[src/rtl/fmul_pkg.sv]
package fmul_pkg;
   typedef enum logic {
      FM_CARRY  = 1'b0,
      FM_BORROW = 1'b1
   } fmul_mode_e;
endpackage

[src/rtl/fmul_lane.sv]
module fmul_lane
   import fmul_pkg::*;
#(
   parameter int BYTE_W = 8
) (
   input  fmul_mode_e        mode,
   input  logic [BYTE_W-1:0] a,
   input  logic              a_flag,
   input  logic [BYTE_W-1:0] b,
   input  logic              b_flag,
   output logic [BYTE_W-1:0] lo,
   output logic [BYTE_W-1:0] hi,
   output logic              flag
);
   localparam int XW = BYTE_W + 2;
   localparam int PW = 2 * XW;
   localparam logic signed [PW-1:0] BASE = PW'(1) << BYTE_W;

   logic signed [XW-1:0] xa, xb;
   logic signed [PW-1:0] prod, adj;

   // digit values: byte +/- flag depending on mode
   always_comb begin
      xa = $signed({2'b00, a});
      xb = $signed({2'b00, b});
      if (a_flag) xa = (mode == FM_BORROW) ? xa - XW'(1) : xa + XW'(1);
      if (b_flag) xb = (mode == FM_BORROW) ? xb - XW'(1) : xb + XW'(1);
      prod = xa * xb;
   end

   // encode product into two bytes plus signed outgoing flag
   always_comb begin
      if (mode == FM_BORROW) begin
         flag = prod[PW-1];
         adj  = flag ? prod + BASE : prod;
      end else begin
         flag = prod[2*BYTE_W];
         adj  = prod;
      end
      {hi, lo} = adj[2*BYTE_W-1:0];
   end
endmodule

[src/rtl/fmul_seq.sv]
module fmul_seq #(
   parameter int STEPS = 4,
   localparam int SW = (STEPS > 2) ? $clog2(STEPS) : 1
) (
   input  logic          clk,
   input  logic          rst_n,
   input  logic          start,
   output logic          busy,
   output logic          load,
   output logic          adv,
   output logic          last,
   output logic [SW-1:0] step
);
   assign load = start && !busy;
   assign adv  = busy;
   assign last = busy && (step == SW'(STEPS - 1));

   always_ff @(posedge clk) begin
      if (!rst_n) begin
         busy <= 1'b0;
         step <= '0;
      end else if (load) begin
         busy <= 1'b1;
         step <= '0;
      end else if (busy) begin
         if (last) begin
            busy <= 1'b0;
            step <= '0;
         end else begin
            step <= step + SW'(1);
         end
      end
   end
endmodule

[src/rtl/fmul4_top.sv]
module fmul4_top
   import fmul_pkg::*;
#(
   parameter int LANES  = 4,
   parameter int BYTE_W = 8,
   localparam int OPW = LANES * BYTE_W,
   localparam int CW  = $clog2(2 * LANES - 1)
) (
   input  logic                clk,
   input  logic                rst_n,
   input  logic                start,
   input  logic                mode,
   input  logic [OPW-1:0]      a_byte,
   input  logic [LANES-1:0]    a_flag,
   input  logic [OPW-1:0]      b_byte,
   input  logic [LANES-1:0]    b_flag,
   output logic                busy,
   output logic                valid,
   output logic                done,
   output logic [OPW-1:0]      p_lo,
   output logic [OPW-1:0]      p_hi,
   output logic [LANES-1:0]    p_flag,
   output logic [LANES*CW-1:0] p_col
);
   localparam int SW = (LANES > 2) ? $clog2(LANES) : 1;

   if (LANES < 2) begin : g_bad_lanes
      $error("fmul4_top: LANES must be at least 2");
   end
   if (BYTE_W < 2) begin : g_bad_width
      $error("fmul4_top: BYTE_W must be at least 2");
   end

   logic          load, adv, last;
   logic [SW-1:0] step;

   fmul_seq #(.STEPS(LANES)) u_seq (
      .clk  (clk),
      .rst_n(rst_n),
      .start(start),
      .busy (busy),
      .load (load),
      .adv  (adv),
      .last (last),
      .step (step)
   );

   fmul_mode_e     mode_q;
   logic [OPW-1:0] a_q, b_q;
   logic [LANES-1:0] af_q, bf_q;

   // operand latch; B lanes rotate down by one after each step
   always_ff @(posedge clk) begin
      if (!rst_n) begin
         mode_q <= FM_CARRY;
         a_q    <= '0;
         b_q    <= '0;
         af_q   <= '0;
         bf_q   <= '0;
      end else if (load) begin
         mode_q <= fmul_mode_e'(mode);
         a_q    <= a_byte;
         b_q    <= b_byte;
         af_q   <= a_flag;
         bf_q   <= b_flag;
      end else if (adv) begin
         b_q  <= {b_q[BYTE_W-1:0], b_q[OPW-1:BYTE_W]};
         bf_q <= {bf_q[0], bf_q[LANES-1:1]};
      end
   end

   logic [OPW-1:0]      lo_w, hi_w;
   logic [LANES-1:0]    fl_w;
   logic [LANES*CW-1:0] col_w;

   for (genvar i = 0; i < LANES; i++) begin : g_lane
      fmul_lane #(.BYTE_W(BYTE_W)) u_lane (
         .mode  (mode_q),
         .a     (a_q[i*BYTE_W +: BYTE_W]),
         .a_flag(af_q[i]),
         .b     (b_q[i*BYTE_W +: BYTE_W]),
         .b_flag(bf_q[i]),
         .lo    (lo_w[i*BYTE_W +: BYTE_W]),
         .hi    (hi_w[i*BYTE_W +: BYTE_W]),
         .flag  (fl_w[i])
      );
      assign col_w[i*CW +: CW] = CW'(i + ((i + int'(step)) % LANES));
   end

   always_ff @(posedge clk) begin
      if (!rst_n) begin
         valid  <= 1'b0;
         done   <= 1'b0;
         p_lo   <= '0;
         p_hi   <= '0;
         p_flag <= '0;
         p_col  <= '0;
      end else begin
         valid <= adv;
         done  <= last;
         if (adv) begin
            p_lo   <= lo_w;
            p_hi   <= hi_w;
            p_flag <= fl_w;
            p_col  <= col_w;
         end
      end
   end
endmodule

[config.mk]
export PLATFORM = sky130hd
export DESIGN_NAME = fmul4_top
export DESIGN_NICKNAME = d
export VERILOG_FILES = /design/src/rtl/fmul_pkg.sv /design/src/rtl/fmul_lane.sv /design/src/rtl/fmul_seq.sv /design/src/rtl/fmul4_top.sv
export SDC_FILE = /design/constraint.sdc
export NUM_CORES = 1
export LEC_CHECK = 0
export BUFFER_PORTS_ARGS = -buffer_cell sky130_fd_sc_hd__buf_2
export CORE_AREA = 2 2 273 302
export CTS_BUF_LIST = sky130_fd_sc_hd__clkbuf_8
export DETAILED_ROUTE_END_ITERATION = 8
export DIE_AREA = 0 0 275 304
export PLACE_DENSITY = 0.56
export SYNTH_ARGS = -nofsm -noshare
export SYNTH_HDL_FRONTEND = slang
export SYNTH_HIERARCHICAL = 1
export SYNTH_SLANG_ARGS = --single-unit
[constraint.sdc]
create_clock -name clk -period 7.7 [get_ports clk]
set_clock_uncertainty 0.1 [all_clocks]
set_input_delay 1.54 -clock clk [delete_from_list [all_inputs] [get_ports clk]]
set_output_delay 1.54 -clock clk [all_outputs]
set_load 0.02 [all_outputs]
# Word-level counts from Yosys, hierarchy flattened
# Cells that the tools add are included.
# op_classes
n_reduce_logical	8
n_shift	0
mul	4
mux	36
n_addsub	27
n_div	0
eq_ne	1
n_lt_le_gt_ge	0
n_bitwise	4
# ops
cell	n
$mux W10	16
$mux W16	8
$mul A10 B10 Y20	4
$add A8 B1 Y9 const B	8
$sub A8 B1 Y9 const B	8
$add A16 B10 Y16 const B	4
$mux W32	2
$mux W4	2
$reduce_or A2 Y1	4
$mux W1	7
$add A3 B3 Y3 const A	2
$add A2 B2 Y2 const A	2
$add A2 B3 Y3 const A	1
$and A1 B1 Y1 const A	3
$add A1 B2 Y2 const A	1
$add A2 B1 Y2 const B	1
$eq A2 B2 Y1 const B	1
$logic_and A1 B1 Y1	2
$mux W2	1
$reduce_bool A2 Y1	1
$logic_not A1 Y1	1
$not A1 Y1	1
# totals
ff_bits	157
mem_count	0
out_inout_bits	83
romBits	0
latchBits	0
input_bits	76
ramBits	0
elab_cells	93

# Depth between registers and ports, before layout
# logic_depth
ltp_word	7
depth_mapped	29
depth_no_buf	29

# Cells and area by module
# The synthesis kept the hierarchy.
# by_module_without_submodules
mod	cells_each	seq_area_each_um2	n_inst	area_per_inst_um2
fmul_lane at g_lane[0].u_lane ...	573	0.0	2	4857.2
fmul4_top	535	2982.9	1	6294.8
fmul_lane at g_lane[3].u_lane	578	0.0	1	4760.8
fmul_lane at g_lane[2].u_lane	564	0.0	1	4704.5
fmul_seq	14	60.1	1	147.6

# Worst setup path after synthesis
# Ideal clock, no wire load.
# synth_timing
path_type	register to register
start	register mode_q
end	register p_hi[1]
n_path_buf	2
setup_slack_ns	0.877
arrival_ns	6.607
t_required_ns	7.484
setup_ns	0.116
period_less_slack_ns	6.823
stages_incl_launch_ff	24
path_cell_list	dfxtp_1 -> clkbuf_1 -> clkbuf_1 -> mux2_2 -> nand2_1 -> xor2_1 -> nor2_1 -> fa_1 -> fa_1 -> inv_1 -> fa_1 -> fa_1 -> fa_1 -> inv_1 -> ha_1 -> o21ai_0 -> a211o_1 -> a21oi_2 -> o21ai_1 -> xnor2_1 -> nand2_1 -> mux2_1 -> mux2i_1 -> nor2b_1
# synth_between
elab_chain_len	6
elab_cells_between_ends	8
cone_classes	add/sub (1); mul (1); mux (6)
# synth_rtl
item	line_no	source
start, declared	fmul4_top.sv:48	fmul_mode_e mode_q;
start signal, assigned	fmul4_top.sv:61	mode_q <= fmul_mode_e'(mode);
$mux W10, on equally long branches (2 in a row)	fmul_lane.sv:26, fmul_lane.sv:27	
$mul A10 B10 Y20	fmul_lane.sv:28	prod = xa * xb;
$add A16 B10 Y16	fmul_lane.sv:35	adj = flag ? prod + BASE : prod;
$mux W16	fmul_lane.sv:35	
$mux W16 *	fmul_lane.sv:33	if (mode == FM_BORROW) begin
via hi_w[1]	fmul4_top.sv:72	logic [OPW-1:0] lo_w, hi_w;
end signal, assigned	fmul4_top.sv:103	p_hi <= hi_w;
end, declared	fmul4_top.sv:21	output logic [OPW-1:0] p_hi,
# Mark *: on every way through the listed nets, which the timed path passes. The rest lies on a longest branch.
# A chain may end at the register's enable or synchronous reset.

# Final worst setup path
# layout_timing
start	register mode_q
end	register p_hi[30]
# The elaborated chain is that of the path after synthesis.

==> run_results.csv <==
group,metric,value,unit
sta,period_needed,7.29,ns
synth,synth_seq_cells,152,
final_layout,final_common_cell,"inv_1",
clock_network,cts_buffers,17,
drt,drc,0,
final_layout,layout-drive-gt1-share,13.2,%
placed_design,place_ws,0.0479,ns
die,start_util,31.7,%
synth,postSynthAreaPerCell,9.03,sq um
die,num_rows,110,
final_layout,final_util,35.3,%
drt,via_count,19385,
drt,drtAntennaViolNets,0,
synth,synth_edf_count,0,
sta,fmax,137,MHz
clock_network,clk_path_buf_depth,2,
placed_design,place_congestion,0.890,
die,die_area,83600,sq um
placed_design,hpwl,57800,um
sta,final-hold-violation-count,0,
critical_path,r2r_cells,27,
synth,yosys_warnings,6,
synth,synthAdderAreaFrac,39.3,%
critical_path,cp.arrival,7.67,ns
drt,drt-initial-drc-count,1036,
clock_network,cts_htree_levels,4,
synth,syn_inst,2837,
global_routing,antenna_found_initial,3,
global_routing,grt_pass1_vias,19809,
synth,synth_mux_area_share,6.87,%
die,die_w,275,um
die,die-height,304,um
synth,synthSimpleGateAreaFrac,16.8,%
synth,synth_compound_area_share,8.35,%
synth,synth_area,25600,sq um
critical_path,r2r_start,"mode_q$_SDFFE_PN0P_",
synth,synth-async-reset-ratio,0,%
die,io_pins,159,
final_layout,fin_nets,3690,
drt,routed_wl,69100,um
clock_network,root_buffer,"clkbuf_8",
final_layout,fin_area,28600,sq um
hold_path,hp-start,"p_col[8]$_SDFFE_PN0P_",
placed_design,portBuffers,157,
global_routing,grt_first_pass_wirelength,110000,um
synth,synth_nets,3496,
sta,hold_slack,0.377,ns
final_layout,final_cell_mix,"inv_1 (506), fa_1 (368), nor2_1 (277)",
critical_path,cp-startpoint,"mode_q$_SDFFE_PN0P_",
pwr,p_leak,14.2,nW
critical_path,cp.required,8.08,ns
drt,wire_per_inst,16.8,um
pwr,vdd_drop_max,0.0901,mV
outcome,status,"finished clean",
synth,synth_top_family_by_area,"adder cells",
synth,ys_seq_area_share,11.9,%
sta,min_period_over_period,94.7,%
hold_path,hold_class,"reg2reg",
clock_network,postCtsHoldBufs,0,
pwr,p_per_area,99.1,nW/um^2
sta,tightest_slew,1.15,ns
job,max_cap_violations,0,
drt,dr.pass1.iters,7,
final_layout,area_delta_synth_final,11.6,%
critical_path,crit_end,"p_hi[30]$_SDFFE_PN0P_",
clock_network,clk_pin_slew,0.11,ns
clock_network,cts_tree,"yes",
critical_path,path_class,"reg2reg",
global_routing,grt.total_usage,17.0,%
critical_path,critPathLaunchType,"register",
global_routing,grt_overflow,0,
clock_network,clock-sinks,152,
placed_design,place_area,28000,sq um
critical_path,cp_max_fo,16,
critical_path,cp-end-kind,"register",
sta,slew_viol_final,0,
critical_path,ff2ff_setup_slack,0.41,ns
die,coreArea,80900,sq um
sta,final.setup.worst_slack,0.408,ns
sta,relSlewSlack,23.1,%
critical_path,worst_r2r_endpoint,"p_hi[30]$_SDFFE_PN0P_",
global_routing,grt_start_max_net_pins,63,
sta,setup_viol,0,
drt,vias_per_cell,4.72,
clock_network,insertion_delay,0.58,ns
synth,yosysUniqueCellTypes,89,
pwr,finalPower,0.00283,W
synth,ys.flop_type,"dfxtp_1",
synth,synth-xor-area-share,7.57,%
synth_stat cells, types with 9 or more instances:
master,count,area [sq um]
a21o_1,22,165
a21oi_1,42,210
and2_1,13,81.3
and3_1,20,125
buf_2,19,95.1
buf_4,12,90.1
buf_6,12,135
clkbuf_1,41,154
dfxtp_1,152,3040
fa_1,368,7370
ha_1,215,2690
inv_1,506,1900
mux2_4,36,541
mux2i_1,108,1080
nand2_1,214,803
nand2b_1,56,350
nand3_1,22,110
nand4_1,9,56.3
nor2_1,277,1040
nor2b_1,133,832
nor3_1,23,115
nor3b_1,13,97.6
o211a_1,42,420
o21ai_0,53,265
o21ai_1,22,110
o21bai_1,10,75.1
or2b_1,9,67.6
xnor2_1,144,1260
xor2_1,59,517
report_power, final:
group / switching [W] / leakage [nW] / internal (W) / total, W
logic: 0.000639 / 12.7 / 0.000452 / 0.00109
registers: 0.0000854 / 1.24 / 0.000837 / 0.000922
clock network: 0.000390 / 0.246 / 0.000430 / 0.000820
cell type report:
cell class | count | area, sq um
diodes | 1 | 2.50
clock buffers | 18 | 248
clock inverters | 13 | 240
fillers | 8469 | 52300
inverters | 509 | 1910
multi-input cells | 2091 | 20200
flip-flops and latches | 152 | 3050
well taps | 1064 | 1330
repair buffers | 260 | 1590
flip-flops by register name, summed over array words and instances (netlist names), 2 cells and up:
register	cells
af_q	4
bf_q	4
p_hi	32
p_lo	32
a_q	32
p_flag	4
p_col	6
u_seq/step	2
b_q	32
worst max-delay path, cell delays in order (launching register included):
cell	delay, ns
dfxtp_4	0.51
buf_12	0.16
buf_4	0.14
and2_1	0.14
nand3_1	0.17
or4_1	0.64
nor2_1	0.22
inv_1	0.08
fa_1	0.61
inv_1	0.13
fa_1	0.51
inv_1	0.05
fa_1	0.50
inv_1	0.05
fa_1	0.50
inv_1	0.05
fa_1	0.53
inv_1	0.05
ha_1	0.29
nand2_1	0.09
a211o_1	0.25
and2_1	0.16
a211oi_2	0.24
mux2i_2	0.17
or4_1	0.51
xor2_1	0.16
mux2i_1	0.14
nor2b_1	0.06
kinds of logic (layout without fill, tap and decap cells):
kind of cell,Yosys count,count (layout)
compound gates,283,283
xor+xnor,212,212
buf+inv,594,800
fa+ha+maj,583,583
simple gates,856,856
flops,152,152
other cells,1,2
mux,156,156
metal layers:
| layer | share of wire, % | up-vias | global-route usage, % | routed length, um |
|---|---|---|---|---|
| met5 | 0.019 | - | 0 | 13 |
| met4 | 1.8 | 2 | 4.75 | 1260 |
| met3 | 4.1 | 55 | 2.04 | 2870 |
| met2 | 48 | 387 | 27.9 | 33000 |
| met1 | 46 | 9586 | 23.4 | 32000 |
| li1 | - | 9355 | - | - |
timing repair:
action	in CTS	in global routing
setup buffers	0	3
gates resized for setup	0	8
endpoints found under the setup margin	0	27
per-stage QoR:
stage,instances,setup TNS (ns)
after global routing,4108,-0.000218
after global placement,4073,0
after floorplan,2837,0
after CTS,4104,0
final,4108,0
after detailed placement,4073,0
worst min path at each step:
stage	to	slack, ns	cells past startpoint
global placement	p_col[8]$_SDFFE_PN0P_	0.36	2
CTS	p_col[8]$_SDFFE_PN0P_	0.39	2
detailed placement	p_col[8]$_SDFFE_PN0P_	0.37	2
floorplan	a_q[10]$_SDFFE_PN0P_	0.38	2
finish	p_col[8]$_SDFFE_PN0P_	0.38	2
global route	p_col[8]$_SDFFE_PN0P_	0.41	2
Note: power is estimated with default switching activity, not from simulation.
